`config.mk`:
```
export PLATFORM = sky130hd
export DESIGN_NAME = i2c_reg_target
export DESIGN_NICKNAME = d
export VERILOG_FILES = /design/src/rtl/i2c_tgt_pkg.sv /design/src/rtl/i2c_tgt_sync.sv /design/src/rtl/i2c_tgt_regbank.sv /design/src/rtl/i2c_reg_target.sv
export SDC_FILE = /design/constraint.sdc
export NUM_CORES = 2
export LEC_CHECK = 0
export ABC_AREA = 1
export CORE_MARGIN = 2
export CORE_UTILIZATION = 61
export CTS_CLUSTER_DIAMETER = 80
export DETAILED_ROUTE_END_ITERATION = 10
export DONT_BUFFER_PORTS = 1
export PLACE_DENSITY = 0.76
export SLEW_MARGIN = 20
export SYNTH_ARGS = -nofsm -noshare
export SYNTH_HDL_FRONTEND = slang
export SYNTH_SLANG_ARGS = --single-unit
export TNS_END_PERCENT = 100
```
`constraint.sdc`:
```
create_clock -name clk -period 108.2 [get_ports clk]
set_input_delay 21.64 -clock clk [delete_from_list [all_inputs] [get_ports clk]]
set_output_delay 21.64 -clock clk [all_outputs]
set_load 0.02 [all_outputs]
```
`src/rtl/i2c_tgt_pkg.sv`:
```
package i2c_tgt_pkg;
  localparam int BYTE_W = 8;
  localparam int PTR_W  = BYTE_W;
  localparam int DEPTH  = 1 << PTR_W;

  typedef enum logic [2:0] {
    ST_IDLE,
    ST_RX,
    ST_ACK,
    ST_TX,
    ST_RACK
  } tgt_state_e;

  typedef enum logic [1:0] {
    PH_ADDR,
    PH_OFFS,
    PH_DATA
  } rx_phase_e;
endpackage

```
`src/rtl/i2c_tgt_sync.sv`:
```
module i2c_tgt_sync #(
  parameter int STAGES = 2
) (
  input  logic clk,
  input  logic rst_n,
  input  logic scl_in,
  input  logic sda_in,
  output logic sda_s,
  output logic scl_rise,
  output logic scl_fall,
  output logic bus_start,
  output logic bus_stop
);
  logic [STAGES-1:0] scl_p, sda_p;
  logic scl_d, sda_d, scl_s;

  always_ff @(posedge clk or negedge rst_n) begin
    if (!rst_n) begin
      scl_p <= '1;
      sda_p <= '1;
      scl_d <= 1'b1;
      sda_d <= 1'b1;
    end else begin
      scl_p <= {scl_p[STAGES-2:0], scl_in};
      sda_p <= {sda_p[STAGES-2:0], sda_in};
      scl_d <= scl_p[STAGES-1];
      sda_d <= sda_p[STAGES-1];
    end
  end

  assign scl_s     = scl_p[STAGES-1];
  assign sda_s     = sda_p[STAGES-1];
  assign scl_rise  = scl_s & ~scl_d;
  assign scl_fall  = ~scl_s & scl_d;
  assign bus_start = scl_s & scl_d & sda_d & ~sda_s;
  assign bus_stop  = scl_s & scl_d & ~sda_d & sda_s;
endmodule

```
`src/rtl/i2c_tgt_regbank.sv`:
```
module i2c_tgt_regbank
  import i2c_tgt_pkg::*;
#(
  parameter logic [BYTE_W-1:0] RST_XOR = 8'h5A
) (
  input  logic              clk,
  input  logic              rst_n,
  input  logic              we,
  input  logic [PTR_W-1:0]  waddr,
  input  logic [BYTE_W-1:0] wdata,
  input  logic [PTR_W-1:0]  raddr,
  output logic [BYTE_W-1:0] rdata
);
  logic [BYTE_W-1:0] mem_q [DEPTH];

  always_ff @(posedge clk or negedge rst_n) begin
    if (!rst_n) begin
      for (int i = 0; i < DEPTH; i++) mem_q[i] <= BYTE_W'(i) ^ RST_XOR;
    end else if (we) begin
      mem_q[waddr] <= wdata;
    end
  end

  assign rdata = mem_q[raddr];
endmodule

```
`src/rtl/i2c_reg_target.sv`:
```
module i2c_reg_target
  import i2c_tgt_pkg::*;
#(
  parameter int                SYNC_STAGES = 2,
  parameter logic [BYTE_W-1:0] RST_XOR     = 8'h5A
) (
  input  logic       clk,
  input  logic       rst_n,
  input  logic [6:0] tgt_addr,
  input  logic       scl_in,
  input  logic       sda_in,
  output logic       sda_pull
);
  // reset: asserted asynchronously, released on the clock
  logic [1:0] rs_q;
  logic       rst_i_n;
  always_ff @(posedge clk or negedge rst_n) begin
    if (!rst_n) rs_q <= '0;
    else        rs_q <= {rs_q[0], 1'b1};
  end
  assign rst_i_n = rs_q[1];

  logic sda_s, scl_rise, scl_fall, bus_start, bus_stop;

  i2c_tgt_sync #(.STAGES(SYNC_STAGES)) u_sync (
    .clk(clk), .rst_n(rst_i_n), .scl_in(scl_in), .sda_in(sda_in),
    .sda_s(sda_s), .scl_rise(scl_rise), .scl_fall(scl_fall),
    .bus_start(bus_start), .bus_stop(bus_stop)
  );

  tgt_state_e        state_q, state_d;
  rx_phase_e         phase_q, phase_d;
  logic [3:0]        cnt_q, cnt_d;
  logic [BYTE_W-1:0] sh_q, sh_d;
  logic [PTR_W-1:0]  rd_ptr_q, rd_ptr_d, wr_ptr_q, wr_ptr_d;
  logic              is_read_q, is_read_d, nack_q, nack_d, oe_q, oe_d;
  logic              mem_we, rd_adv;
  logic [BYTE_W-1:0] rd_data;

  i2c_tgt_regbank #(.RST_XOR(RST_XOR)) u_bank (
    .clk(clk), .rst_n(rst_i_n), .we(mem_we), .waddr(wr_ptr_q),
    .wdata(sh_q), .raddr(rd_ptr_q), .rdata(rd_data)
  );

  always_comb begin
    state_d   = state_q;
    phase_d   = phase_q;
    cnt_d     = cnt_q;
    sh_d      = sh_q;
    rd_ptr_d  = rd_ptr_q;
    wr_ptr_d  = wr_ptr_q;
    is_read_d = is_read_q;
    nack_d    = nack_q;
    oe_d      = oe_q;
    mem_we    = 1'b0;
    rd_adv    = 1'b0;
    if (bus_stop) begin
      state_d = ST_IDLE;
      oe_d    = 1'b0;
    end else if (bus_start) begin
      state_d = ST_RX;
      phase_d = PH_ADDR;
      cnt_d   = '0;
      oe_d    = 1'b0;
    end else begin
      unique case (state_q)
        ST_RX: begin
          if (scl_rise && cnt_q < 4'd8) begin
            sh_d  = {sh_q[BYTE_W-2:0], sda_s};
            cnt_d = cnt_q + 4'd1;
          end else if (scl_fall && cnt_q == 4'd8) begin
            state_d = ST_ACK;
            oe_d    = 1'b1;
            case (phase_q)
              PH_ADDR: begin
                if (sh_q[7:1] == tgt_addr) begin
                  is_read_d = sh_q[0];
                end else begin
                  state_d = ST_IDLE;
                  oe_d    = 1'b0;
                end
              end
              PH_OFFS: begin
                rd_ptr_d = sh_q;
                wr_ptr_d = sh_q;
                phase_d  = PH_DATA;
              end
              default: begin
                mem_we   = 1'b1;
                wr_ptr_d = wr_ptr_q + 1'b1;
              end
            endcase
          end
        end
        ST_ACK: begin
          if (scl_fall) begin
            cnt_d = '0;
            if (is_read_q && phase_q == PH_ADDR) begin
              state_d = ST_TX;
              sh_d    = rd_data;
              oe_d    = ~rd_data[7];
            end else begin
              state_d = ST_RX;
              oe_d    = 1'b0;
              if (phase_q == PH_ADDR) phase_d = PH_OFFS;
            end
          end
        end
        ST_TX: begin
          if (scl_fall) begin
            if (cnt_q == 4'd7) begin
              state_d  = ST_RACK;
              oe_d     = 1'b0;
              rd_adv   = 1'b1;
              rd_ptr_d = rd_ptr_q + 1'b1;
            end else begin
              sh_d  = {sh_q[BYTE_W-2:0], 1'b0};
              cnt_d = cnt_q + 4'd1;
              oe_d  = ~sh_q[6];
            end
          end
        end
        ST_RACK: begin
          if (scl_rise) nack_d = sda_s;
          if (scl_fall) begin
            if (nack_q) begin
              state_d = ST_IDLE;
            end else begin
              state_d = ST_TX;
              sh_d    = rd_data;
              cnt_d   = '0;
              oe_d    = ~rd_data[7];
            end
          end
        end
        default: ;
      endcase
    end
  end

  always_ff @(posedge clk or negedge rst_i_n) begin
    if (!rst_i_n) begin
      state_q   <= ST_IDLE;
      phase_q   <= PH_ADDR;
      cnt_q     <= '0;
      sh_q      <= '0;
      rd_ptr_q  <= '0;
      wr_ptr_q  <= '0;
      is_read_q <= 1'b0;
      nack_q    <= 1'b0;
      oe_q      <= 1'b0;
    end else begin
      state_q   <= state_d;
      phase_q   <= phase_d;
      cnt_q     <= cnt_d;
      sh_q      <= sh_d;
      rd_ptr_q  <= rd_ptr_d;
      wr_ptr_q  <= wr_ptr_d;
      is_read_q <= is_read_d;
      nack_q    <= nack_d;
      oe_q      <= oe_d;
    end
  end

  assign sda_pull = oe_q;


  idle_release_chk: assert property (@(posedge clk) disable iff (!rst_n)
    (state_q == ST_IDLE) |-> !sda_pull);


  addr_miss_chk: assert property (@(posedge clk) disable iff (!rst_n)
    (state_q == ST_RX && phase_q == PH_ADDR && scl_fall && cnt_q == 4'd8 &&
     !bus_start && !bus_stop && sh_q[7:1] != tgt_addr) |=> !sda_pull);


  wr_step_chk: assert property (@(posedge clk) disable iff (!rst_n)
    mem_we |=> (wr_ptr_q == PTR_W'($past(wr_ptr_q) + 1'b1)));


  nack_release_chk: assert property (@(posedge clk) disable iff (!rst_n)
    (state_q == ST_RACK && scl_fall && nack_q && !bus_start && !bus_stop)
    |=> (state_q == ST_IDLE && !sda_pull));


  rd_wrap_chk: assert property (@(posedge clk) disable iff (!rst_n)
    (rd_adv && rd_ptr_q == '1) |=> (rd_ptr_q == '0));
endmodule

```
==> flow_metrics.env <==
export IMPL_outcome="completed"
export IMPL_ys_seq_area_share_pct=54.6
export IMPL_max_slew_margin_rel_pct=25.6
export IMPL_irDropWorstVdd_v=0.0000226
export IMPL_worstRegToRegCells=14
export IMPL_post_cts_setup_buffers=0
export IMPL_synth_cell_types=42
export IMPL_htree_levels=4
export IMPL_cts_tree="built"
export IMPL_grt_pass1_vias=79922
export IMPL_path_class="flip-flop to output pin"
export IMPL_drive_gt1_share_pct=13.5
export IMPL_power_uw=2290
export IMPL_initial_core_util_pct=61.3
export IMPL_rsz0062_at_grt="no"
export IMPL_grt_pass1_wl_um=455000
export IMPL_async_flop_share_pct=100
export IMPL_skew_ns=0.0317
export IMPL_die_w_um=405
export IMPL_wl_um=290000
export IMPL_fp_row_count=147
export IMPL_grt_usage_pct=35.2
export IMPL_final_hold_violation_count=0
export IMPL_slew_violations=0
export IMPL_syn_avg_cell_area_um2=7.98
export IMPL_cts_sinks=2092
export IMPL_cp_required_ns=86.56
export IMPL_fillers=13182
export IMPL_setup_viol=0
export IMPL_gp_congestion=0.933
export IMPL_arrival_ns=1.37
export IMPL_ys_flop_type="dfrtp_1"
export IMPL_r2r_end="sh_q[6]"
export IMPL_vias=85321
export IMPL_synth_cells=12296
export IMPL_power_density_mw_per_mm2=21.7
export IMPL_synth_ff_latch_count=2092
export IMPL_clkLatencyLatePin_ns=0.85
export IMPL_die_y_um=405
export IMPL_post_cts_resized=0
export IMPL_via_per_inst=6.11
export IMPL_ant_nets=0
export IMPL_fin_nets=11642
export IMPL_grt_max_degree=203
export IMPL_yosysWarnings=0
export IMPL_port_buffer_count=0
export IMPL_r2r_slack_ns=102.34
export IMPL_synth_edf_count=0
export IMPL_synth_nets=12314
export IMPL_drtPass1Iterations=8
export IMPL_period_share_pct=21.3
export IMPL_overflow=0
export IMPL_stdcell_count=13975
export IMPL_min_period_ns=23.01
export IMPL_place_inst=13572
export IMPL_area_growth_pct=7.43
export IMPL_hold_path_class="flip-flop to async pin"
export IMPL_fmax_mhz=43.5
export IMPL_clock_path_buffers=3
export IMPL_coreArea_mm2=0.160
export IMPL_clk_pin_slew_ns=0.06
export IMPL_tightestPinTransition_ns=1.12
export IMPL_timing_rr_start="rd_ptr_q[1]"
export IMPL_drc_errors=0
export IMPL_worstSetupEndpointType="output pin"
export IMPL_cap_viol_max_count=0
export IMPL_cts_root_buf="clkbuf_16"
export IMPL_setup_tns_ns=0
export IMPL_drt_iter0_drc=10981
export IMPL_leakage_uw=0.0433
export IMPL_cts_buffers=209
export IMPL_grt_antenna_before_repair=1
export IMPL_pin_count=12
export IMPL_syn_area_mm2=0.0982
export IMPL_postCtsHoldBufs=0
export IMPL_crit_fanout=2
export IMPL_wl_per_cell_um=20.8
export IMPL_dp_hpwl_um=162000
export IMPL_start_kind="flip-flop"
export IMPL_dieArea_mm2=0.164
## cell usage in the layout, fill, tap and decap left out, types with 4 or more instances in the layout
| cell | instances |
|---|---|
| a21oi_1 | 29 |
| buf_12 | 14 |
| buf_4 | 97 |
| buf_6 | 4 |
| bufinv_16 | 14 |
| clkbuf_1 | 55 |
| clkbuf_16 | 215 |
| clkbuf_8 | 66 |
| clkinv_2 | 35 |
| clkinv_8 | 4 |
| dfrtp_1 | 1056 |
| dfrtp_4 | 5 |
| dfstp_2 | 1030 |
| diode_2 | 5 |
| ha_1 | 7 |
| inv_1 | 319 |
| inv_2 | 5 |
| inv_8 | 11 |
| nand2_1 | 3371 |
| nand2_2 | 10 |
| nand2_4 | 11 |
| nand3_1 | 697 |
| nand4_1 | 128 |
| nor2_1 | 1386 |
| nor2_2 | 7 |
| nor2_4 | 21 |
| nor3_1 | 8 |
| nor3_2 | 4 |
| o211ai_1 | 146 |
| o21ai_0 | 2907 |
| o21ai_1 | 67 |
| o22ai_1 | 10 |
| or2_2 | 25 |
| xnor2_1 | 4 |
| xor2_1 | 7 |
## registers in the layout, summed over array words and instances (netlist names), 2 cells and up
signal and cells:
u_sync.scl_p 2, state_q 3, cnt_q 4, u_bank.mem_q 2048, rs_q 2, wr_ptr_q 8
phase_q 2, u_sync.sda_p 2, sh_q 8, rd_ptr_q 8
## worst max-delay path by stage
stage / start / to / depth (start not counted)
after floorplan: rs_q[1] / cnt_q[0] / 0
after global placement: tgt_addr[5] / is_read_q / 8
after detailed placement: tgt_addr[4] / is_read_q / 8
after CTS: sda_pull / sda_pull / 0
after global routing: sda_pull / sda_pull / 0
final: sda_pull / sda_pull / 0
## power by group
group	internal, uW	total (uW)	leakage [uW]	switching, uW
Sequential	789	808	0.0254	19.0
Clock	444	758	0.00358	314
Combinational	158	725	0.0143	568
Total	1390	2290	0.0433	901
## cell type report
class	instances	area, um2	area share [%]
sequential	2092	53700	50.9
multi-input combinational	8866	39400	37.4
clock buffer	336	6490	6.16
tap	2160	2700	2.56
inverter	339	1360	1.29
timing repair buffer	116	1080	1.03
clock inverter	61	749	0.711
antenna	5	12.5	0.0119
## synthesized netlist by cell type (5+ instances only)
cell / number / area (um2)
dfrtp_1: 1062 / 26600
o21ai_1: 67 / 335
ha_1: 7 / 87.6
o211ai_1: 146 / 1100
o21ai_0: 2907 / 14500
nor3_1: 8 / 40.0
inv_1: 330 / 1240
buf_1: 62 / 233
buf_2: 142 / 711
nor2_1: 1408 / 5290
inv_2: 5 / 18.8
nand2_2: 10 / 62.6
or2_2: 25 / 156
buf_4: 8 / 60.1
nand3_1: 697 / 3490
o22ai_1: 10 / 62.6
dfstp_2: 1030 / 27100
xor2_1: 7 / 61.3
clkbuf_1: 782 / 2940
nand4_1: 128 / 801
nand2_4: 11 / 124
a21oi_1: 29 / 145
nand2_1: 3371 / 12700
## kinds of logic after synthesis
logic type | share of synthesized area (%)
simple gates | 23.2
compound gates | 16.6
flops | 54.6
buf+inv | 5.37
xor+xnor | 0.0981
fa+ha+maj | 0.0892
other cells | 0.00382
## per-layer routing
metal / track usage, % / share of wire [%]
met1: 47.9 / 40
met2: 53.8 / 45
met3: 7.36 / 9.9
met4: 17.8 / 5.4
met5: 0 / 0.0072
## stage by stage
| step | utilization (%) | worst slack, ns | hold WS (ns) | cell area, um2 |
|---|---|---|---|---|
| after floorplan | - | 47.37 | 0.331 | 98200 |
| after global placement | 61.3 | 85.25 | 0.344 | 98200 |
| after detailed placement | 61.3 | 85.49 | 0.335 | 98200 |
| after CTS | 65.8 | 85.15 | 0.348 | 105000 |
| after global routing | 65.8 | 85.17 | 0.368 | 105000 |
| final | 65.8 | 85.19 | 0.347 | 105000 |
(Power assumes the default switching activity.)
